### config.mk
export PLATFORM = sky130hd
export DESIGN_NAME = fpsr_ctrl
export DESIGN_NICKNAME = d
export VERILOG_FILES = /design/src/rtl/fpsr_pkg.sv /design/src/rtl/fpsr_cause_gen.sv /design/src/rtl/fpsr_csr_reg.sv /design/src/rtl/fpsr_mode_dec.sv /design/src/rtl/fpsr_ctrl.sv
export SDC_FILE = /design/constraint.sdc
export NUM_CORES = 1
export LEC_CHECK = 0
export BUFFER_PORTS_ARGS = -buffer_cell sky130_fd_sc_hd__buf_2
export CAP_MARGIN = 15
export CORE_MARGIN = 2
export CORE_UTILIZATION = 39
export CTS_BUF_LIST = sky130_fd_sc_hd__clkbuf_4 sky130_fd_sc_hd__clkbuf_8 sky130_fd_sc_hd__clkbuf_16
export CTS_CLUSTER_SIZE = 12
export DETAILED_ROUTE_END_ITERATION = 6
export PLACE_DENSITY_LB_ADDON = 0.3
export SLEW_MARGIN = 30
export SYNTH_ARGS = -nofsm -noshare
export SYNTH_HDL_FRONTEND = slang
export SYNTH_SLANG_ARGS = --single-unit
### constraint.sdc
create_clock -name clk -period 1.2 [get_ports clk]
set_clock_uncertainty 0.1 [all_clocks]
set_input_delay 0.06 -clock clk [delete_from_list [all_inputs] [get_ports clk]]
set_output_delay 0.06 -clock clk [all_outputs]
set_load 0.1 [all_outputs]
### src/rtl/fpsr_pkg.sv
package fpsr_pkg;

    localparam int EXC_W      = 5;
    localparam int FIELD_W    = 22;
    localparam int TRAP_W     = 12;
    localparam logic [TRAP_W-1:0] TRAP_VEC = 12'h120;

    // Exception set; member order fixes the bit order inside every field.
    typedef struct packed {
        logic invalid;
        logic divzero;
        logic overflow;
        logic underflow;
        logic inexact;
    } exc_t;

    typedef enum logic [1:0] {
        RM_NEAREST = 2'b00,
        RM_ZERO    = 2'b01,
        RM_RSV2    = 2'b10,
        RM_RSV3    = 2'b11
    } rmode_e;

    // Writable part of the word, bits 21:0.
    typedef struct packed {
        logic [2:0] spare_hi;   // 21:19
        logic       denorm;     // 18
        logic       spare_lo;   // 17
        exc_t       cause;      // 16:12
        exc_t       enable;     // 11:7
        exc_t       flag;       // 6:2
        rmode_e     rmode;      // 1:0
    } csr_t;

    function automatic logic [EXC_W-1:0] exc_bits(input exc_t e);
        return e;
    endfunction

    function automatic logic any_hit(input exc_t a, input exc_t b);
        return |(exc_bits(a) & exc_bits(b));
    endfunction

    function automatic logic exc_none(input exc_t e);
        return exc_bits(e) == '0;
    endfunction

endpackage

### src/rtl/fpsr_cause_gen.sv
module fpsr_cause_gen
    import fpsr_pkg::*;
(
    input  exc_t raw,
    input  logic is_rsqrt,
    output exc_t cause
);
    // an approximation with no reported exception is still inexact.
    always_comb begin
        cause = raw;
        if (is_rsqrt && exc_none(raw)) begin
            cause.inexact = 1'b1;
        end
    end
endmodule

### src/rtl/fpsr_csr_reg.sv
module fpsr_csr_reg
    import fpsr_pkg::*;
#(
    parameter int DATA_W = 32
) (
    input  logic              clk,
    input  logic              rst,
    input  logic              wr_en,
    input  logic [DATA_W-1:0] wr_data,
    input  logic              op_done,
    input  exc_t              op_cause,
    output logic [DATA_W-1:0] csr_q,
    output logic              trap_q
);
    localparam logic [DATA_W-1:0] WMASK =
        {{(DATA_W-FIELD_W){1'b0}}, {FIELD_W{1'b1}}};

    csr_t              cur;
    csr_t              upd;
    logic [EXC_W-1:0]  flag_old;
    logic [EXC_W-1:0]  cause_new;
    logic [EXC_W-1:0]  flag_merged;
    logic [DATA_W-1:0] csr_d;
    logic              trap_d;

    assign cur       = csr_t'(csr_q[FIELD_W-1:0]);
    assign flag_old  = exc_bits(cur.flag);
    assign cause_new = exc_bits(op_cause);

    // sticky merge, one OR per flag bit.
    for (genvar i = 0; i < EXC_W; i++) begin : g_sticky
        assign flag_merged[i] = flag_old[i] | cause_new[i];
    end

    always_comb begin
        upd       = cur;
        upd.cause = op_cause;
        upd.flag  = exc_t'(flag_merged);
    end

    // write has priority over a completion in the same cycle.
    always_comb begin
        csr_d  = csr_q;
        trap_d = 1'b0;
        if (wr_en) begin
            csr_d = wr_data & WMASK;
        end else if (op_done) begin
            csr_d  = {csr_q[DATA_W-1:FIELD_W], upd};
            trap_d = any_hit(op_cause, cur.enable);
        end
    end

    always_ff @(posedge clk) begin
        if (rst) begin
            csr_q  <= '0;
            trap_q <= 1'b0;
        end else begin
            csr_q  <= csr_d;
            trap_q <= trap_d;
        end
    end
endmodule

### src/rtl/fpsr_mode_dec.sv
module fpsr_mode_dec
    import fpsr_pkg::*;
(
    input  csr_t csr,
    output logic rnd_to_zero,
    output logic flush_denorm
);
    always_comb begin
        unique case (csr.rmode)
            RM_ZERO: rnd_to_zero = 1'b1;
            default: rnd_to_zero = 1'b0;
        endcase
        flush_denorm = csr.denorm;
    end
endmodule

### src/rtl/fpsr_ctrl.sv
module fpsr_ctrl
    import fpsr_pkg::*;
#(
    parameter int DATA_W = 32
) (
    input  logic              clk,
    input  logic              rst,
    input  logic              wr_en,
    input  logic [DATA_W-1:0] wr_data,
    input  logic              op_done,
    input  logic [EXC_W-1:0]  op_exc,
    input  logic              op_is_rsqrt,
    output logic [DATA_W-1:0] csr_rdata,
    output logic              trap_req,
    output logic [TRAP_W-1:0] trap_code,
    output logic              rnd_to_zero,
    output logic              flush_denorm
);
    exc_t              cause_w;
    logic [DATA_W-1:0] csr_q;
    logic              trap_q;

    fpsr_cause_gen u_cause (
        .raw      (exc_t'(op_exc)),
        .is_rsqrt (op_is_rsqrt),
        .cause    (cause_w)
    );

    fpsr_csr_reg #(.DATA_W(DATA_W)) u_reg (
        .clk      (clk),
        .rst      (rst),
        .wr_en    (wr_en),
        .wr_data  (wr_data),
        .op_done  (op_done),
        .op_cause (cause_w),
        .csr_q    (csr_q),
        .trap_q   (trap_q)
    );

    fpsr_mode_dec u_mode (
        .csr          (csr_t'(csr_q[FIELD_W-1:0])),
        .rnd_to_zero  (rnd_to_zero),
        .flush_denorm (flush_denorm)
    );

    assign csr_rdata = csr_q;
    assign trap_req  = trap_q;
    assign trap_code = trap_q ? TRAP_VEC : '0;
endmodule

# After elaboration in Yosys (flattened, before gate mapping)
# Cells that the tools add are included.
# op_classes
bitwise_logic	7
n_eq_ne	1
n_mux	5
reduce_logical	5
# op_table
operator	count
$mux 22	1
$mux 17	1
$mux 9	1
$and 5x5->5	1
$logic_not 5->1	1
$or 1x1->1	5
$reduce_or 5->1	1
$reduce_or 3->1	1
$eq 2x1->1 const B	1
$mux 1	2
$reduce_bool 2->1	1
$logic_and 1x1->1	1
$not 1->1	1
# totals
in_bits	42
ff_bits	23
elab_cells	21

# Depth between registers and ports, before layout
# Gate-level depths: netlist (run 1).
# depth
depth_word	6
ltp_mapped	4
ltp_nobuf	3

# Hierarchy
# Synthesis (run 1) repeated with hierarchy kept, for this count alone.
# unflattened
hier_cells	120
hier_area_um2	1157.4
# modules_own_cells
module	instances	area_per_inst_um2	cells_per_inst
fpsr_csr_reg	1	994.7	99
fpsr_ctrl	1	93.8	13
fpsr_cause_gen	1	47.5	6
fpsr_mode_dec	1	21.3	2

# Worst setup path after synthesis (run 1)
# OpenSTA, ideal clock, no wires.
# synth_timing
path_kind	register to output
start	register u_reg.csr_q[0]
end	output rnd_to_zero
t_arrival_ns	2.391
setup_slack_ns	-1.351
t_required_ns	1.040
path_stages_with_launch	2
n_path_buf	0
path_cell_list	dfxtp_1 -> nor2b_1
# synth_via
elab_chain_len	2
# synth_rtl
element	line_no	text
from (decl)	fpsr_csr_reg.sv:12	output logic [DATA_W-1:0] csr_q,
from (signal assigned)	fpsr_csr_reg.sv:58	csr_q <= csr_d;
$eq 2x1->1	fpsr_mode_dec.sv:9	unique case (csr.rmode)
$mux 1	fpsr_mode_dec.sv:9	
to (decl)	fpsr_ctrl.sv:16	output logic rnd_to_zero,
# No other way between the ends.

# Final worst setup path (run 1)
# Ends and elaborated chain as after synthesis.

==> results.txt, run 1 <==
status -> completed
std cell rows -> 19
post-layout min period -> 1170 ps
area of the multi-input gates -> 553 um2
post-DP HPWL -> 2250 um
die width -> 58.4 um
Peak Freq -> 855 MHz
DRC errors left -> 0
post-synth top area share -> 0.398
Initial Utilization -> 0.416
Ant. Diodes -> 0
RSZ-0062 raised after global routing -> true
# port buffers -> 58
Die Y -> 58.4 um
gr usage total -> 0.192
DR vias -> 1081
Seq/Total Area, Yosys -> 0.398
Max VDD drop -> 1060 uV
most common cell in the netlist -> buf_4
remaining antenna violation count -> 0
first-pass GRT wire length -> 4900 um
Crit Path Max Fanout -> 2
CTS root buf -> clkbuf_4
Filler cells -> 193
CP Launch Type -> flop
MaxCap Viol Count -> 0
synth top area cells -> dfxtp_1 (40%), buf_4 (16%), mux2i_1 (15%)
Iter 0 DRT Violations -> 33
post-route setup TNS -> 0 ps
Die ar. -> 0.00342 mm2
synthesized area per cell -> 9.80 um2
Ports -> 89
ratio of cells with drive above 1 in the final layout -> 0.492
CP required -> 1040 ps
worst min-delay path class -> in -> reg
Post-Place Cells -> 201
GP Congestion -> 0.686
CTS Buf Count -> 3
Layout Nets -> 242
CTS tree -> yes
Final Util -> 0.752
Routed WL -> 3170 um
Pleak -> 0.959 nW
power density cells -> 1170 mW/mm2
Ys Warns -> 0
vias in the first global route -> 1036
largest net degree at the start of global routing -> 14
number of synthesized flops with an enable pin -> 0
post-synth cell types -> 25
Worst Setup End Kind -> output pin
pins over their slew limit -> 0
final period utilization -> 0.975
Area growth syn-to-layout -> 80.8%
clock sinks -> 23
leading area contributor after synthesis -> dfxtp_1
FF+latch count, synth -> 23
Hold Fails Final Rpt -> 0
Core ar. -> 0.00278 mm2
dominant synthesized flop cell -> dfxtp_1
H-tree Lvls -> 1
Worst-path clk slew -> 120 ps
fin cells -> 230
most instantiated cells after synthesis -> buf_4 (25), dfxtp_1 (23), mux2i_1 (17), nor2_1 (17), nor2b_1 (5)
Setup Viol. Count Final -> 0
DR WL/cell -> 13.8 um
critical path arrival -> 1010 ps
post-synthesis instance total -> 118
Crit Path Category -> reg -> out
ys async rst share -> 0
post-DR vias/cell -> 4.70
Max Root-Sink Buffers -> 2
initial antenna violation count -> 0
worst-skew pair later-pin latency -> 310 ps
Register Area -> 494 um2
Mapped Area -> 0.00116 mm2
detailed-router iteration count before antenna repair -> 4
GR Overflow Total -> 0
[through the flow]
| step | power, mW | worst slack (ps) | hold slack [ps] | area (um2) |
|---|---|---|---|---|
| floorplan | 1.75 | -242 | 18.6 | 1270 |
| global placement | 2.03 | 166 | 195 | 1810 |
| detailed placement | 2.04 | 130 | 206 | 1810 |
| CTS | 2.46 | 20.8 | 7.40 | 2090 |
| global route | 2.54 | -16.9 | 0.278 | 2090 |
| finish | 2.45 | 29.8 | 15.6 | 2090 |
[layout make-up]
class / count / area share
Timing Repair Buffer: 87 / 0.466
Multi-Input combinational cell: 84 / 0.265
Sequential cell: 23 / 0.236
Tap cell: 31 / 0.0186
Clock buffer: 3 / 0.0108
Clock inverter: 1 / 0.00239
Inverter: 1 / 0.00180
[sequential cells by signal, indices dropped and copies added, names as in the netlist]
signal,count
u_reg.csr_q,22
u_reg.trap_q,1
[path summary, 6_finish.rpt]
kind                                 startpoint               to  slack (ps)  cells after the start
worst max-delay path             u_reg.csr_q[0]      rnd_to_zero          30                      2
worst min-delay path                    op_done  u_reg.csr_q[12]          20                      2
worst max register to register  u_reg.csr_q[14]  u_reg.csr_q[14]         160                      3
worst min register to register   u_reg.csr_q[7]     u_reg.trap_q         390                      2
[layer usage]
| metal | part of all wire | vias up | GRT usage | wire (um) |
|---|---|---|---|---|
| li1 | - | 518 | - | - |
| met1 | 0.38 | 501 | 0.221 | 1200 |
| met2 | 0.53 | 55 | 0.332 | 1690 |
| met3 | 0.065 | 7 | 0.0440 | 205 |
| met4 | 0.022 | 0 | 0.0930 | 70 |
| met5 | 0 | - | 0 | 0 |
[cells by family (layout without fill, tap and decap cells)]
kind of cell    after synthesis  count (layout)  synth area share
compound gates               12              12            0.0801
mux                          21              21             0.186
buf+inv                      30              92             0.192
simple gates                 31              31             0.141
flops                        23              23             0.398
other cells                   1              20           0.00324
[cells in the final DEF, fill, tap and decap left out, drive strengths merged]
master / netlist / layout
nor3b: 1 / 1
o21ai: 2 / 2
mux2: 4 / 4
nor4: 1 / 1
o31ai: 1 / 1
inv: 1 / 1
conb: 1 / 20
clkbuf: 2 / 3
nor2b: 5 / 5
mux2i: 17 / 17
buf: 27 / 63
a311oi: 1 / 1
dfxtp: 23 / 23
nand2: 2 / 2
a21oi: 1 / 1
o22ai: 1 / 1
nor3: 4 / 4
clkinv: 0 / 1
nand2b: 1 / 1
dlygate4sd3: 0 / 24
a211oi: 4 / 4
nor2: 17 / 17
a22o: 2 / 2
[timing repair]
action | 4_1_cts | 5_1_grt
setup endpoints to repair | 1 | 1
buffers inserted | 1 | 0
endpoints found under the hold margin | 23 | 0
resized for setup | 1 | 0
hold buffers | 24 | 0
[report_power, final]
group          internal [mW]  switching [mW]  leakage (nW)
clock                  0.125           0.237        0.0177
sequential             0.823          0.0606         0.198
combinational          0.378           0.827         0.742
[worst max-delay path, cell delays in order, from the launching register on]
cell and delay, ps:
dfxtp_4 370, nor2b_4 150, buf_12 180
No activity file was read; power rests on OpenSTA's default activity.
==> run 2, diff against run 1 <==
--- a/config.mk
+++ b/config.mk
@@ -6,8 +6,9 @@
 export NUM_CORES = 1
 export LEC_CHECK = 0
+export ABC_AREA = 1
 export BUFFER_PORTS_ARGS = -buffer_cell sky130_fd_sc_hd__buf_2
 export CAP_MARGIN = 15
 export CORE_MARGIN = 2
-export CORE_UTILIZATION = 39
+export CORE_UTILIZATION = 38
 export CTS_BUF_LIST = sky130_fd_sc_hd__clkbuf_4 sky130_fd_sc_hd__clkbuf_8 sky130_fd_sc_hd__clkbuf_16
 export CTS_CLUSTER_SIZE = 12
==> constraint.sdc (replaced) <==
create_clock -name clk -period 1.2 [get_ports clk]
set_clock_uncertainty 0.1 [all_clocks]
set_input_delay 0.24 -clock clk [delete_from_list [all_inputs] [get_ports clk]]
set_output_delay 0.24 -clock clk [all_outputs]
set_load 0.1 [all_outputs]
==> results.txt, run 2 <==
CP Launch Type -> flop (unchanged)
Design Power -> 2.44 mW (was 2.45 mW)
Hold Fails Final Rpt -> 0 (unchanged)
CTS root buf -> clkbuf_4 (unchanged)
Seq/Total Area, Yosys -> 0.432 (was 0.398)
commonest non-fill, non-tap cell in the layout -> buf_2 (unchanged)
final worst slack -> -130 ps (was 29.8 ps)
detailed-router iteration count before antenna repair -> 4 (unchanged)
largest registers -> u_reg.csr_q (22), u_reg.trap_q (1) (unchanged)
FF+latch count, synth -> 23 (unchanged)
critical path arrival -> 990 ps (was 1010 ps)
Ports -> 89 (unchanged)
final hold slack -> 38.4 ps (was 15.6 ps)
Area growth syn-to-layout -> 71.8% (was 80.8%)
Place WS -> 33.9 ps (was 130 ps)
gr usage total -> 0.181 (was 0.192)
RR Endpoint -> u_reg.trap_q (was u_reg.csr_q[14])
CTS tree -> yes (unchanged)
area post-placement -> 0.00175 mm2 (was 0.00181 mm2)
ys async rst share -> 0 (unchanged)
Die Y -> 56.9 um (was 58.4 um)
vias in the first global route -> 1079 (was 1036)
Routed WL -> 2850 um (was 3170 um)
largest net degree at the start of global routing -> 18 (was 14)
ratio of cells with drive above 1 in the final layout -> 0.527 (was 0.492)
reg2reg path depth -> 4 (was 3)
Crit Path Max Fanout -> 2 (unchanged)
GP Congestion -> 0.787 (was 0.686)
DR vias -> 1087 (was 1081)
remaining antenna violation count -> 0 (unchanged)
DR WL/cell -> 12.3 um (was 13.8 um)
worst-skew pair later-pin latency -> 310 ps (about the same)
leading area contributor after synthesis -> dfxtp_1 (unchanged)
CTS Buf Count -> 3 (unchanged)
Max Root-Sink Buffers -> 2 (unchanged)
std cell rows -> 19 (unchanged)
failing checks -> setup timing
fin cells -> 232 (was 230)
power density cells -> 1330 mW/mm2 (was 1170 mW/mm2)
CP required -> 860 ps (was 1040 ps)
DRC errors left -> 0 (unchanged)
MaxCap Viol Count -> 0 (unchanged)
Mapped Area -> 0.00106 mm2 (was 0.00116 mm2)
Worst Setup EP -> rnd_to_zero (unchanged)
status -> finished, violations left (was completed)
Die ar. -> 0.00324 mm2 (was 0.00342 mm2)
synthesized area per cell -> 7.72 um2 (was 9.80 um2)
post-DR vias/cell -> 4.69 (was 4.70)
Crit Path Category -> reg -> out (unchanged)
Core ar. -> 0.00271 mm2 (was 0.00278 mm2)
Post-Place Cells -> 221 (was 201)
Worst Setup End Kind -> output pin (unchanged)
# port buffers -> 58 (unchanged)
initial antenna violation count -> 0 (unchanged)
Top reg by flops -> u_reg.csr_q (unchanged)
Layout Nets -> 244 (was 242)
most common cell in the netlist -> nor2_1 (was buf_4)
post-synth cell types -> 17 (was 25)
Pleak -> 0.874 nW (was 0.959 nW)
worst setup path start -> u_reg.csr_q[0] (unchanged)
GR Overflow Total -> 0 (unchanged)
Max VDD drop -> 856 uV (was 1060 uV)
RSZ-0062 raised after global routing -> true (unchanged)
post-synth top area share -> 0.432 (was 0.398)
post-synthesis instance total -> 138 (was 118)
most frequent cells in the layout -> buf_2 (31), buf_12 (27), nor2_1 (23) (was buf_2 (31), buf_12 (27), dlygate4sd3_1 (24))
Ant. Diodes -> 0 (unchanged)
max reg flops -> 22 (unchanged)
post-layout min period -> 1330 ps (was 1170 ps)
dominant synthesized flop cell -> dfxtp_1 (unchanged)
Ys Warns -> 0 (unchanged)
die width -> 56.9 um (was 58.4 um)
Filler cells -> 230 (was 193)
Iter 0 DRT Violations -> 34 (was 33)
pins over their slew limit -> 0 (unchanged)
synth top area cells -> dfxtp_1 (43%), buf_4 (16%), nor2_1 (8.5%) (was dfxtp_1 (40%), buf_4 (16%), mux2i_1 (15%))
H-tree Lvls -> 1 (unchanged)
number of synthesized flops with an enable pin -> 0 (unchanged)
post-DP HPWL -> 2180 um (was 2250 um)
final period utilization -> 1.11 (was 0.975)
first-pass GRT wire length -> 4600 um (was 4900 um)
Peak Freq -> 752 MHz (was 855 MHz)
R2R Path Start -> u_reg.csr_q[8] (was u_reg.csr_q[14])
Setup Viol. Count Final -> 19 (was 0)
Initial Utilization -> 0.393 (was 0.416)
most instantiated cells after synthesis -> nor2_1 (24), buf_4 (23), dfxtp_1 (23) (was buf_4 (25), dfxtp_1 (23), mux2i_1 (17), nor2_1 (17), nor2b_1 (5))
post-route cell area -> 0.00183 mm2 (was 0.00209 mm2)
R2R Setup Slk -> 200 ps (was 160 ps)
clock sinks -> 23 (unchanged)
worst min-delay path class -> in -> reg (unchanged)
Worst-path clk slew -> 130 ps (was 120 ps)
run 2: cell count changes in the layout (fill, tap and decap cells not counted), moves of 5 or more:
cell           before  now
nor2_1             17   23
mux2i_1            17    0
o21ai_0             1   15
a21oi_1             1    9
dlygate4sd3_1      24    0
inv_1               1    6
nand2_1             2   14
buf_4               5   10
run 2: power breakdown:
group	internal, mW	leakage, nW	switching [mW]
clock	0.124	0.0177	0.232
sequential	0.824	0.200	0.0630
combinational	0.339	0.657	0.857
run 2: stage by stage:
step            util  TNS (ps)
2_1_floorplan      -      -224
3_3_place_gp   0.645         0
3_5_place_dp   0.645         0
4_1_cts        0.671      -735
5_1_grt        0.675     -1510
6_report       0.675      -493
run 2: cell families (layout without fill, tap and decap cells):
family | after synthesis | in the layout | synth area share
flip-flops | 23 | 23 | 0.432
AND/OR/NAND/NOR | 42 | 42 | 0.155
other | 1 | 20 | 0.00352
buffers and inverters | 38 | 82 | 0.221
AO/OA/AOI/OAI | 34 | 34 | 0.188
run 2: layout make-up:
| cell class | instances | area (um2) | share of cell area |
|---|---|---|---|
| inverters | 10 | 40.0 | 0.0219 |
| clock inverters | 1 | 5.00 | 0.00274 |
| repair buffers | 68 | 771 | 0.421 |
| multi-input cells | 96 | 448 | 0.245 |
| flip-flops and latches | 23 | 504 | 0.276 |
| well taps | 31 | 38.8 | 0.0212 |
| clock buffers | 3 | 22.5 | 0.0123 |
run 2: repair_timing:
item,4_1_cts,5_1_grt
setup buffers,6,1
resized for setup,0,1
hold buffers,0,0
setup endpoints to repair,25,27
pin swaps,1,0
run 2: worst max-delay path, cell delays in order (launching register included):
cell	delay [ps]
dfxtp_4	380
inv_4	40
nor2_4	90
buf_12	180
run 2: worst min-delay path by stage:
stage	from	to	slack, ps	cells after the start
after floorplan	rst	u_reg.csr_q[12]	200	1
after global placement	wr_data[18]	u_reg.csr_q[18]	360	3
after detailed placement	wr_data[21]	u_reg.csr_q[21]	370	3
after CTS	wr_data[21]	u_reg.csr_q[21]	30	3
after global routing	wr_data[18]	u_reg.csr_q[18]	30	3
final	wr_data[21]	u_reg.csr_q[21]	40	3
run 2: per-layer routing:
metal,up-vias,GRT usage,routed length (um)
met5,-,0,0
li1,531,-,-
met2,61,0.332,1490
met1,489,0.196,1070
met4,0,0.0797,59
met3,6,0.0431,221
